[src/rtl/sdac_pkg.sv]
package sdac_pkg;

    localparam int WORD_W  = 16;
    localparam int CTRL_W  = 4;
    localparam int FIELD_W = WORD_W - CTRL_W;
    localparam int CNT_W   = $clog2(WORD_W + 2);
    localparam logic [CNT_W-1:0] CNT_FULL = CNT_W'(WORD_W);
    localparam logic [CNT_W-1:0] CNT_OVER = CNT_W'(WORD_W + 1);

    localparam logic [CTRL_W-1:0] CTRL_STAGE   = 4'b0001;
    localparam logic [CTRL_W-1:0] CTRL_PROMOTE = 4'b0010;
    localparam logic [CTRL_W-1:0] CTRL_BOTH    = 4'b0011;

    typedef enum logic [1:0] {
        ACT_NONE,
        ACT_STAGE,
        ACT_PROMOTE,
        ACT_BOTH
    } act_e;

    typedef struct packed {
        logic [CTRL_W-1:0]  ctrl;
        logic [FIELD_W-1:0] data;
    } frame_t;

    function automatic act_e decode_ctrl(input logic [CTRL_W-1:0] c);
        case (c)
            CTRL_STAGE:   return ACT_STAGE;
            CTRL_PROMOTE: return ACT_PROMOTE;
            CTRL_BOTH:    return ACT_BOTH;
            default:      return ACT_NONE;
        endcase
    endfunction

    function automatic logic [CNT_W-1:0] count_step(input logic [CNT_W-1:0] c);
        return (c >= CNT_OVER) ? CNT_OVER : c + 1'b1;
    endfunction

endpackage

[src/rtl/sdac_sync.sv]
module sdac_sync #(
    parameter int N      = 3,
    parameter int STAGES = 2,
    parameter logic [N-1:0] RST_VAL = '0
) (
    input  logic         clk,
    input  logic         rst,
    input  logic [N-1:0] d_in,
    output logic [N-1:0] q_out,
    output logic [N-1:0] rise,
    output logic [N-1:0] fall
);
    logic [N-1:0] prev_q;

    for (genvar b = 0; b < N; b++) begin : g_bit
        logic [STAGES-1:0] chain;
        always_ff @(posedge clk) begin
            if (rst) chain <= {STAGES{RST_VAL[b]}};
            else     chain <= {chain[STAGES-2:0], d_in[b]};
        end
        assign q_out[b] = chain[STAGES-1];
    end

    always_ff @(posedge clk) begin
        if (rst) prev_q <= RST_VAL;
        else     prev_q <= q_out;
    end

    assign rise = q_out & ~prev_q;
    assign fall = ~q_out & prev_q;
endmodule

[src/rtl/sdac_shifter.sv]
module sdac_shifter
    import sdac_pkg::*;
(
    input  logic             clk,
    input  logic             rst,
    input  logic             cs_hi,
    input  logic             cs_rise,
    input  logic             sck_rise,
    input  logic             sdi_s,
    output frame_t           frame,
    output logic             frame_vld,
    output logic [CNT_W-1:0] bit_cnt
);
    logic [WORD_W-1:0] shreg;

    always_ff @(posedge clk) begin
        if (rst) begin
            shreg     <= '0;
            bit_cnt   <= '0;
            frame     <= '0;
            frame_vld <= 1'b0;
        end else begin
            frame_vld <= 1'b0;
            if (cs_hi) begin
                if (cs_rise && bit_cnt == CNT_FULL) begin
                    frame     <= frame_t'(shreg);
                    frame_vld <= 1'b1;
                end
                bit_cnt <= '0;
            end else if (sck_rise) begin
                shreg   <= {shreg[WORD_W-2:0], sdi_s};
                bit_cnt <= count_step(bit_cnt);
            end
        end
    end
endmodule

[src/rtl/sdac_latches.sv]
module sdac_latches
    import sdac_pkg::*;
#(
    parameter int RES = 12
) (
    input  logic           clk,
    input  logic           rst,
    input  frame_t         frame,
    input  logic           frame_vld,
    output logic [RES-1:0] dac_q,
    output logic           upd
);
    act_e           act_q;
    logic [RES-1:0] data_q;
    logic [RES-1:0] in_q;

    always_ff @(posedge clk) begin
        if (rst) begin
            act_q  <= ACT_NONE;
            data_q <= '0;
            in_q   <= '0;
            dac_q  <= '0;
            upd    <= 1'b0;
        end else begin
            upd   <= 1'b0;
            act_q <= frame_vld ? decode_ctrl(frame.ctrl) : ACT_NONE;
            if (frame_vld) data_q <= frame.data[FIELD_W-1 -: RES];
            case (act_q)
                ACT_STAGE: in_q <= data_q;
                ACT_PROMOTE: begin
                    dac_q <= in_q;
                    upd   <= 1'b1;
                end
                ACT_BOTH: begin
                    in_q  <= data_q;
                    dac_q <= data_q;
                    upd   <= 1'b1;
                end
                default: ;
            endcase
        end
    end
endmodule

[src/rtl/sdac_front.sv]
module sdac_front
    import sdac_pkg::*;
#(
    parameter int RES    = 12,
    parameter int STAGES = 2
) (
    input  logic           clk,
    input  logic           rst,
    input  logic           cs_n,
    input  logic           sclk,
    input  logic           sdi,
    output logic [RES-1:0] dac_code,
    output logic           dac_upd
);
    logic [2:0]       pins_s, pins_r, pins_f;
    logic             cs_hi, cs_rise, sck_rise, sdi_s;
    frame_t           frame;
    logic             frame_vld;
    logic [CNT_W-1:0] bit_cnt;

    sdac_sync #(.N(3), .STAGES(STAGES), .RST_VAL(3'b001)) u_sync (
        .clk(clk), .rst(rst), .d_in({sdi, sclk, cs_n}),
        .q_out(pins_s), .rise(pins_r), .fall(pins_f)
    );

    assign cs_hi    = pins_s[0];
    assign cs_rise  = pins_r[0];
    assign sck_rise = pins_r[1];
    assign sdi_s    = pins_s[2];

    sdac_shifter u_shift (
        .clk(clk), .rst(rst), .cs_hi(cs_hi), .cs_rise(cs_rise),
        .sck_rise(sck_rise), .sdi_s(sdi_s), .frame(frame),
        .frame_vld(frame_vld), .bit_cnt(bit_cnt)
    );

    sdac_latches #(.RES(RES)) u_lat (
        .clk(clk), .rst(rst), .frame(frame), .frame_vld(frame_vld),
        .dac_q(dac_code), .upd(dac_upd)
    );
endmodule

[config.mk]
export PLATFORM = sky130hd
export DESIGN_NAME = sdac_front
export DESIGN_NICKNAME = d
export VERILOG_FILES = /design/src/rtl/sdac_pkg.sv /design/src/rtl/sdac_sync.sv /design/src/rtl/sdac_shifter.sv /design/src/rtl/sdac_latches.sv /design/src/rtl/sdac_front.sv
export SDC_FILE = /design/constraint.sdc
export NUM_CORES = 1
export LEC_CHECK = 0
export BUFFER_PORTS_ARGS = -buffer_cell sky130_fd_sc_hd__buf_4
export CAP_MARGIN = 10
export CORE_UTILIZATION = 35
export DETAILED_ROUTE_END_ITERATION = 8
export MAX_ROUTING_LAYER = met4
export PLACE_DENSITY = 0.49
export SETUP_SLACK_MARGIN = 0.15
export SYNTH_ARGS = -nofsm -noshare
export SYNTH_HDL_FRONTEND = slang
export SYNTH_HIERARCHICAL = 1
export SYNTH_SLANG_ARGS = --single-unit
[constraint.sdc]
create_clock -name clk -period 1.8 [get_ports clk]
set_input_delay 0.09 -clock clk [delete_from_list [all_inputs] [get_ports clk]]
set_output_delay 0.09 -clock clk [all_outputs]
set_load 0.03 [all_outputs]
==> results of run 1 <==
==> layer usage <==
| layer | vias to the layer above | share of wire [%] |
|---|---|---|
| met3 | 8 | 4.4 |
| met5 | - | 0 |
| met4 | 0 | 1.6 |
| met1 | 944 | 51 |
| met2 | 36 | 43 |
| li1 | 1140 | - |
==> worst max path at each step <==
stage / slack (ps) / end / from / depth (start not counted)
global route: 320 / u_shift/frame[15]$_SDFFE_PP0P_ / u_shift/bit_cnt[0]$_SDFFE_PP0P_ / 6
detailed placement: 460 / u_shift/frame[4]$_SDFFE_PP0P_ / u_shift/bit_cnt[0]$_SDFFE_PP0P_ / 6
finish: 450 / u_shift/frame[4]$_SDFFE_PP0P_ / u_shift/bit_cnt[0]$_SDFFE_PP0P_ / 6
CTS: 440 / u_shift/bit_cnt[1]$_SDFFE_PP0P_ / u_shift/bit_cnt[1]$_SDFFE_PP0P_ / 5
global placement: 480 / u_shift/bit_cnt[1]$_SDFFE_PP0P_ / u_shift/bit_cnt[1]$_SDFFE_PP0P_ / 5
floorplan: 430 / u_shift/frame[10]$_SDFFE_PP0P_ / u_shift/bit_cnt[0]$_SDFFE_PP0P_ / 6
==> layout make-up <==
| cell class | count | share of cell area [%] |
|---|---|---|
| clock buffers | 10 | 3.95 |
| clock inverters | 6 | 1.51 |
| inverters | 2 | 0.215 |
| multi-input cells | 214 | 34.9 |
| flip-flops and latches | 85 | 48.8 |
| well taps | 105 | 3.77 |
| repair buffers | 29 | 6.82 |
==> power by group <==
group	total (uW)	internal [uW]	switching, uW
clock	1260	560	704
combinational	59.3	23.0	36.3
sequential	1890	1890	2.89
==> flip-flops by register name (all words and copies together) (netlist names) <==
name and count:
u_lat/in_q 12, u_lat/dac_q 12, u_lat/upd 1, u_sync/g_bit.chain 6, u_shift/bit_cnt 5, u_lat/data_q 12, u_shift/frame_vld 1, u_shift/shreg 16
u_shift/frame 16, u_lat/act_q 2, u_sync/prev_q 2
==> metrics by stage <==
stage	cells	setup slack [ps]	instance area, sq um
CTS	451	440	3490
detailed placement	432	461	3270
global placement	432	478	3270
global route	451	315	3490
floorplan	328	427	3070
finish	451	454	3490
==> what timing repair did <==
item / in CTS / in global routing
hold endpoints to repair: 3 / 0
hold buffers: 3 / 0
resized for setup: 0 / 0
==> results.py, run 1 <==
metrics = {
    "status": {
        "status": "complete, no violations",
    },
    "clock_network": {
        "cts_sinks": 85,
        "cts_buffers": 9,
        "cts_root_buf": "clkbuf_8",
        "clk_latency_ps": 360,
        "htree_levels": 3,
        "clockBufferDepth": 2,
        "tritoncts": "built",
        "clkTransAtPathRegs_ps": 80,
        "post_cts_buffers": 0,
    },
    "drt": {
        "vias": 2128,
        "wl_per_cell_um": 11.3,
        "wl_um": 5110,
        "drc_errors": 0,
        "drtPass1Iterations": 4,
        "drtAntennaViolNets": 0,
        "via_per_inst": 4.72,
        "drtIter0Drc": 63,
    },
    "min_path": {
        "hold_class": "in -> reg",
        "holdPathStages": 2,
        "min_from": "rst",
        "whs_endpoint": "u_shift/shreg[14]$_SDFFE_PP0P_",
    },
    "placement": {
        "routabilityCongestion": 0.744,
        "io_buffers": 17,
        "dp_hpwl_um": 3360,
    },
    "final_layout": {
        "fin_util_pct": 41.8,
        "final_cell_mix": "dfxtp_1 (85), nor2_1 (39), nand2_1 (34), a21oi_1 (32), mux2i_1 (26)",
        "drive_above_1_share_pct": 12.4,
        "final_common_cell": "dfxtp_1",
        "seqCellArea_sq_um": 1700,
        "areaGrowthSynthToFinish_pct": 13.5,
        "num-nets-final": 349,
        "antenna_cells": 0,
        "fill_cells": 853,
        "multi_input_area_sq_um": 1220,
    },
    "global_routing": {
        "grt-busiest-layer": "met2",
        "grt_antenna_before_repair": 0,
        "use_met1_pct": 15.5,
        "grt_max_degree": 60,
        "use_met3_pct": 5.02,
        "grt_pass1_wl_um": 8960,
        "grt_overflow_total": 0,
        "track_usage_pct": 13.2,
        "use_met2_pct": 20.3,
        "grt_pass1_vias": 2047,
    },
    "timing": {
        "max_slew_margin_pct": 61.3,
        "finalMaxSlewViolations": 0,
        "period_share_pct": 74.8,
        "clock_skew_ps": 13.2,
        "worst_pin_slew_ps": 580,
        "fin_setup_tns_ps": 0,
        "whs_ps": 64.8,
        "final_hold_viol_count": 0,
        "layout_min_cycle_time_ps": 1350,
        "rsz0062_at_grt": "no",
        "max_freq_mhz": 743,
        "setup_violations": 0,
    },
    "critical_path": {
        "crit_path_max_incr_delay_ps": 440,
        "critPathKind": "reg -> reg",
        "crit_path_start_kind": "register",
        "arrival_ps": 1580,
        "critical_path_required_ps": 2040,
        "critPathSlowestCell": "dfxtp_1",
        "ff2ff_setup_slack_ps": 450,
        "critPathMaxFanout": 16,
        "crit_path_cell_trace": "inv_1 -> ha_1 -> and4_1 -> buf_4 -> nand3_1 -> a21oi_1",
        "worstReg2RegEnd": "u_shift/frame[4]$_SDFFE_PP0P_",
        "end_kind": "register",
        "r2r_cells": 6,
        "rr_startpoint": "u_shift/bit_cnt[0]$_SDFFE_PP0P_",
        "cp_num_buf_inv": 2,
        "path_delay_family": "flip-flops",
    },
    "pwr": {
        "ir_drop_mv": 0.364,
        "leakage_uw": 0.00118,
        "powerDensity_nw_per_um2": 921,
        "total_power_uw": 3210,
    },
    "die": {
        "core_sq_um": 8340,
        "dieArea_sq_um": 9150,
        "initial_utilization_pct": 36.8,
        "die_width_um": 95.7,
        "num_rows": 33,
        "die_h_um": 95.7,
        "ioPinCount": 18,
    },
    "synthesis": {
        "netlist_area_sq_um": 3070,
        "synthCells": 328,
        "syn-num-nets": 336,
        "syn_area_per_cell_sq_um": 9.36,
        "synth_warnings": 6,
    },
    "run": {
        "maxCapViolCount": 0,
    },
}
(Power assumes the default switching activity.)
==> run 2: changes to the inputs <==
--- a/config.mk
+++ b/config.mk
@@ -10,7 +10,7 @@
 export CORE_UTILIZATION = 35
 export DETAILED_ROUTE_END_ITERATION = 8
 export MAX_ROUTING_LAYER = met4
-export PLACE_DENSITY = 0.49
+export PLACE_DENSITY = 0.51
 export SETUP_SLACK_MARGIN = 0.15
 export SYNTH_ARGS = -nofsm -noshare
 export SYNTH_HDL_FRONTEND = slang
==> constraint.sdc (replaced) <==
create_clock -name clk -period 1.2 [get_ports clk]
set_input_delay 0.06 -clock clk [delete_from_list [all_inputs] [get_ports clk]]
set_output_delay 0.06 -clock clk [all_outputs]
set_load 0.03 [all_outputs]
==> results.py, run 2 (synthesized netlist as in run 1, its figures left out) <==
metrics = {
    "status": {
        "status": "finished with violations",
        "violations": "negative setup slack",
    },
    "timing": {
        "finalMaxSlewViolations": 0,
        "max_slew_margin_pct": 80.9,
        "rsz0062_at_grt": "yes",
        "setup_slack_ps": -57.5,
        "final_hold_viol_count": 0,
        "layout_min_cycle_time_ps": 1260,
        "clock_skew_ps": 11.8,
        "worst_pin_slew_ps": 282,
        "max_freq_mhz": 795,
        "period_share_pct": 105,
        "setup_violations": 16,
    },
    "final_layout": {
        "fill_cells": 818,
        "design_area_sq_um": 3990,
        "final_common_cell": "dfxtp_1",
        "reg_top3": "u_shift/frame x16, u_shift/shreg x16",
        "fin_cells": 469,
        "num-nets-final": 368,
        "antenna_cells": 0,
        "drive_above_1_share_pct": 31.9,
        "final_cell_mix": "dfxtp_1 (81), nor2_1 (37), a21oi_1 (30), buf_4 (29), mux2i_1 (25)",
        "areaGrowthSynthToFinish_pct": 30.0,
    },
    "die": {
        "ioPinCount": 18,
        "core_sq_um": 8340,
        "dieArea_sq_um": 9150,
        "initial_utilization_pct": 36.8,
        "die_width_um": 95.7,
        "num_rows": 33,
        "die_h_um": 95.7,
    },
    "clock_network": {
        "tritoncts": "built",
        "cts_sinks": 85,
        "htree_levels": 3,
        "clkTransAtPathRegs_ps": 80,
        "clk_latency_ps": 360,
        "clockBufferDepth": 2,
        "cts_root_buf": "clkbuf_8",
        "cts_buffers": 9,
    },
    "min_path": {
        "hold_class": "in -> reg",
        "min_from": "rst",
    },
    "critical_path": {
        "crit_path_start_kind": "register",
        "arrival_ps": 1500,
        "critical_path_required_ps": 1450,
        "end_kind": "register",
        "rr_startpoint": "u_shift/bit_cnt[0]$_SDFFE_PP0P_",
        "startpoint": "u_shift/bit_cnt[0]$_SDFFE_PP0P_",
        "critPathMaxFanout": 8,
        "critPathKind": "reg -> reg",
    },
    "global_routing": {
        "grt_pass1_vias": 2164,
        "grt_overflow_total": 0,
        "track_usage_pct": 15.3,
        "grt_pass1_wl_um": 10300,
        "grt_antenna_before_repair": 0,
        "grt_max_degree": 56,
    },
    "placement": {
        "routabilityCongestion": 0.778,
        "dp_hpwl_um": 3770,
        "dp_cells": 442,
        "io_buffers": 17,
        "post_dp_cell_area_sq_um": 3450,
    },
    "pwr": {
        "powerDensity_nw_per_um2": 1250,
        "total_power_uw": 4980,
        "ir_drop_mv": 0.580,
        "leakage_uw": 0.00138,
    },
    "drt": {
        "wl_per_cell_um": 13.6,
        "drc_errors": 0,
        "vias": 2315,
        "drtAntennaViolNets": 0,
        "wl_um": 6360,
        "drtPass1Iterations": 4,
        "drtIter0Drc": 126,
        "via_per_inst": 4.94,
    },
    "run": {
        "maxCapViolCount": 0,
    },
}
## run 2: metrics by stage
stage                     hold slack [ps]  setup TNS, ps  utilization [%]  worst slack (ps)
final                                95.2           -486             47.9             -57.5
after global routing                 85.4          -1410             47.9              -107
after CTS                            74.5          -42.6             45.7             -18.6
after detailed placement              249           -133             41.3             -25.8
after global placement                247              0             41.3              5.73
after floorplan                       132           -219                -             -23.6
## run 2: metal layers
layer,up-vias,track usage (%),share of wire [%]
met5,-,-,0
met4,0,5.35,1.3
met3,7,5.34,3.6
met2,36,24.3,47
met1,1089,17.9,48
li1,1183,-,-
## run 2: cell type report
class | count | area [sq um] | area share, %
multi-input cells | 214 | 1440 | 36.2
inverters | 2 | 7.51 | 0.188
repair buffers | 48 | 505 | 12.7
flip-flops and latches | 85 | 1710 | 42.8
clock inverters | 6 | 71.3 | 1.79
clock buffers | 9 | 124 | 3.10
well taps | 105 | 131 | 3.29
## run 2: report_power, final
group,total [uW],switching (uW),internal [uW]
Clock,2020,1050,968
Combinational,124,68.7,55.6
Sequential,2830,5.26,2830
## run 2: critical path, cell delays in order, from the launching register on
cell and delay (ps):
dfxtp_4 360, inv_2 60, ha_4 120, nand4_1 100, buf_6 150, clkbuf_16 160, o21ai_2 130, a21oi_2 60
## run 2: final timing paths
check,end,slack (ps),cells after the start
setup / recovery,u_shift/frame[1]$_SDFFE_PP0P_,-60,7
hold / removal,u_shift/shreg[0]$_SDFFE_PP0P_,100,3
setup reg to reg,u_shift/frame[1]$_SDFFE_PP0P_,-60,7
hold reg to reg,u_sync/g_bit[0].chain[1]$_SDFF_PP1_,410,1
## run 2: repair_timing
| item | in CTS | in global routing |
|---|---|---|
| buffers inserted | 3 | 2 |
| gates cloned | 1 | 2 |
| hold buffers | 4 | 0 |
| resized for setup | 37 | 35 |
| setup endpoints to repair | 37 | 39 |
| endpoints found under the hold margin | 5 | 0 |
| pin swaps | 6 | 22 |
==> run 3: changes to the inputs <==
--- a/config.mk
+++ b/config.mk
@@ -5,12 +5,13 @@
 export SDC_FILE = /design/constraint.sdc
 export NUM_CORES = 1
 export LEC_CHECK = 0
+export ABC_AREA = 1
 export BUFFER_PORTS_ARGS = -buffer_cell sky130_fd_sc_hd__buf_4
 export CAP_MARGIN = 10
 export CORE_UTILIZATION = 35
 export DETAILED_ROUTE_END_ITERATION = 8
 export MAX_ROUTING_LAYER = met4
-export PLACE_DENSITY = 0.51
+export PLACE_DENSITY = 0.5
 export SETUP_SLACK_MARGIN = 0.15
 export SYNTH_ARGS = -nofsm -noshare
 export SYNTH_HDL_FRONTEND = slang
==> results.py, run 3 <==
metrics = {
    "status": {
        "status": "finished with violations",
        "violations": "negative setup slack",
    },
    "clock_network": {
        "cts_root_buf": "clkbuf_8",
        "tritoncts": "built",
        "cts_buffers": 9,
        "clockBufferDepth": 2,
        "clkTransAtPathRegs_ps": 90,
        "cts_sinks": 85,
        "htree_levels": 3,
        "clk_latency_ps": 350,
    },
    "global_routing": {
        "grt_max_degree": 34,
        "grt_antenna_before_repair": 0,
        "grt_pass1_wl_um": 9860,
        "grt_overflow_total": 0,
        "grt_pass1_vias": 2240,
        "track_usage_pct": 12.7,
    },
    "critical_path": {
        "crit_path_max_incr_delay_ps": 350,
        "critPathSlowestCell": "dfxtp_4",
        "critPathMaxFanout": 8,
        "critPathKind": "reg -> reg",
        "crit_path_cell_trace": "inv_2 -> ha_4 -> nand2_2 -> nor2_4 -> buf_12 -> clkbuf_16 -> nand3_1 -> nand2_1 -> nor2_1",
        "end_kind": "register",
        "crit_path_start_kind": "register",
        "startpoint": "u_shift/bit_cnt[0]$_SDFFE_PP0P_",
        "worstReg2RegEnd": "u_shift/frame[7]$_SDFFE_PP0P_",
        "crit_end": "u_shift/frame[7]$_SDFFE_PP0P_",
        "ff2ff_setup_slack_ps": -60,
        "r2r_cells": 9,
        "arrival_ps": 1510,
        "critical_path_required_ps": 1440,
        "rr_startpoint": "u_shift/bit_cnt[0]$_SDFFE_PP0P_",
    },
    "drt": {
        "wl_um": 5870,
        "wl_per_cell_um": 10.4,
        "wl_met1_um": 2800,
        "vias": 2497,
        "top_layer_used": "met4",
        "wl_met3_um": 169,
        "drtAntennaViolNets": 0,
        "drtIter0Drc": 107,
        "via_per_inst": 4.41,
        "drtPass1Iterations": 4,
        "wl_met2_um": 2820,
        "drc_errors": 0,
    },
    "final_layout": {
        "reg_top3": "u_shift/frame x16, u_shift/shreg x16",
        "areaGrowthSynthToFinish_pct": 19.8,
        "final_cell_mix": "dfxtp_1 (82), nor2_1 (75), nand2_1 (62), a21oi_1 (44), inv_1 (43)",
        "seqCellArea_sq_um": 1710,
        "design_area_sq_um": 3960,
        "fill_cells": 945,
        "final_common_cell": "dfxtp_1",
        "num-nets-final": 458,
        "fin_cells": 566,
        "fin_util_pct": 43.1,
        "drive_above_1_share_pct": 17.8,
        "antenna_cells": 0,
        "multi_input_area_sq_um": 1270,
    },
    "pwr": {
        "swShare_pct": 22.9,
        "ir_drop_mv": 0.632,
        "pwr-share-seq_pct": 56.3,
        "p_clk_share_pct": 40.7,
        "comb_power_share_pct": 3.1,
        "powerDensity_nw_per_um2": 1270,
        "total_power_uw": 5050,
        "leakage_uw": 0.00168,
        "p_int_uw": 3890,
        "p_sw_uw": 1160,
    },
    "timing": {
        "finalMaxSlewViolations": 0,
        "setup_slack_ps": -64.8,
        "period_share_pct": 105,
        "rsz0062_at_grt": "yes",
        "final_hold_viol_count": 0,
        "setup_violations": 15,
        "layout_min_cycle_time_ps": 1260,
        "fin_setup_tns_ps": -390,
        "max_freq_mhz": 791,
        "worst_pin_slew_ps": 314,
        "clock_skew_ps": 11.5,
        "max_slew_margin_pct": 79.0,
    },
    "run": {
        "maxCapViolCount": 0,
    },
    "die": {
        "die_width_um": 99.2,
        "ioPinCount": 18,
        "dieArea_sq_um": 9840,
        "initial_utilization_pct": 36.0,
        "num_rows": 35,
        "core_sq_um": 9200,
        "die_h_um": 99.2,
    },
    "placement": {
        "dp_cells": 537,
        "routabilityCongestion": 0.703,
        "dp_hpwl_um": 3520,
        "post_dp_cell_area_sq_um": 3520,
        "io_buffers": 17,
    },
    "synthesis": {
        "synth_warnings": 6,
        "syn-num-nets": 432,
        "synthCells": 424,
        "syn_area_per_cell_sq_um": 7.80,
        "netlist_area_sq_um": 3310,
    },
    "min_path": {
        "hold_class": "reg -> reg",
    },
}
[run 3: final cells by class]
class / count / area share (%)
multi-input cells: 265 / 32.2
inverters: 50 / 4.83
clock inverters: 7 / 2.05
clock buffers: 9 / 3.13
well taps: 111 / 3.51
flip-flops and latches: 85 / 43.1
repair buffers: 39 / 11.2
[run 3: power by group through the flow]
stage / sequential [uW] / combinational [uW] / clock [uW]
final: 2840 / 155 / 2050
after global routing: 2840 / 175 / 2260
after CTS: 2840 / 152 / 2150
after detailed placement: 2910 / 126 / 0
after global placement: 2910 / 126 / 0
after floorplan: 2900 / 97.9 / 0
[run 3: repair_timing]
item / 4_1_cts / 5_1_grt
endpoints found under the setup margin: 38 / 49
setup buffers: 1 / 2
pin swaps: 2 / 4
gates cloned: 2 / 4
gates resized for setup: 7 / 8
endpoints found under the hold margin: 7 / 0
hold buffers: 4 / 0
[run 3: how the worst min path moves through the flow]
| stage | from | to | cells after the start |
|---|---|---|---|
| after floorplan | rst | u_sync/g_bit[1].chain[0]$_SDFF_PP0_ | 1 |
| after global placement | cs_n | u_sync/g_bit[0].chain[0]$_SDFF_PP1_ | 3 |
| final | u_sync/g_bit[1].chain[0]$_SDFF_PP0_ | u_sync/g_bit[1].chain[1]$_SDFF_PP0_ | 2 |
| after CTS | u_sync/g_bit[1].chain[0]$_SDFF_PP0_ | u_sync/g_bit[1].chain[1]$_SDFF_PP0_ | 2 |
| after global routing | u_sync/g_bit[1].chain[0]$_SDFF_PP0_ | u_sync/g_bit[1].chain[1]$_SDFF_PP0_ | 2 |
| after detailed placement | cs_n | u_sync/g_bit[0].chain[0]$_SDFF_PP1_ | 3 |
[run 3: metrics by stage]
stage                     hold WS (ps)  setup WS, ps
after CTS                          402          2.30
after floorplan                    131          80.9
after detailed placement           258         -75.2
after global placement             258         -65.3
final                              401         -64.8
after global routing               418          -139
[run 3: metal layers]
layer,track usage [%],vias up
met5,-,-
met4,4.75,0
met3,3.58,9
met2,20.9,36
met1,14.9,1071
li1,-,1381
[run 3: critical path, delay by kind of cell, from the launching register on]
family        cells  cell delay [ps]
fa+ha+maj         1              120
simple gates      5              340
flops             1              350
buf+inv           3              350
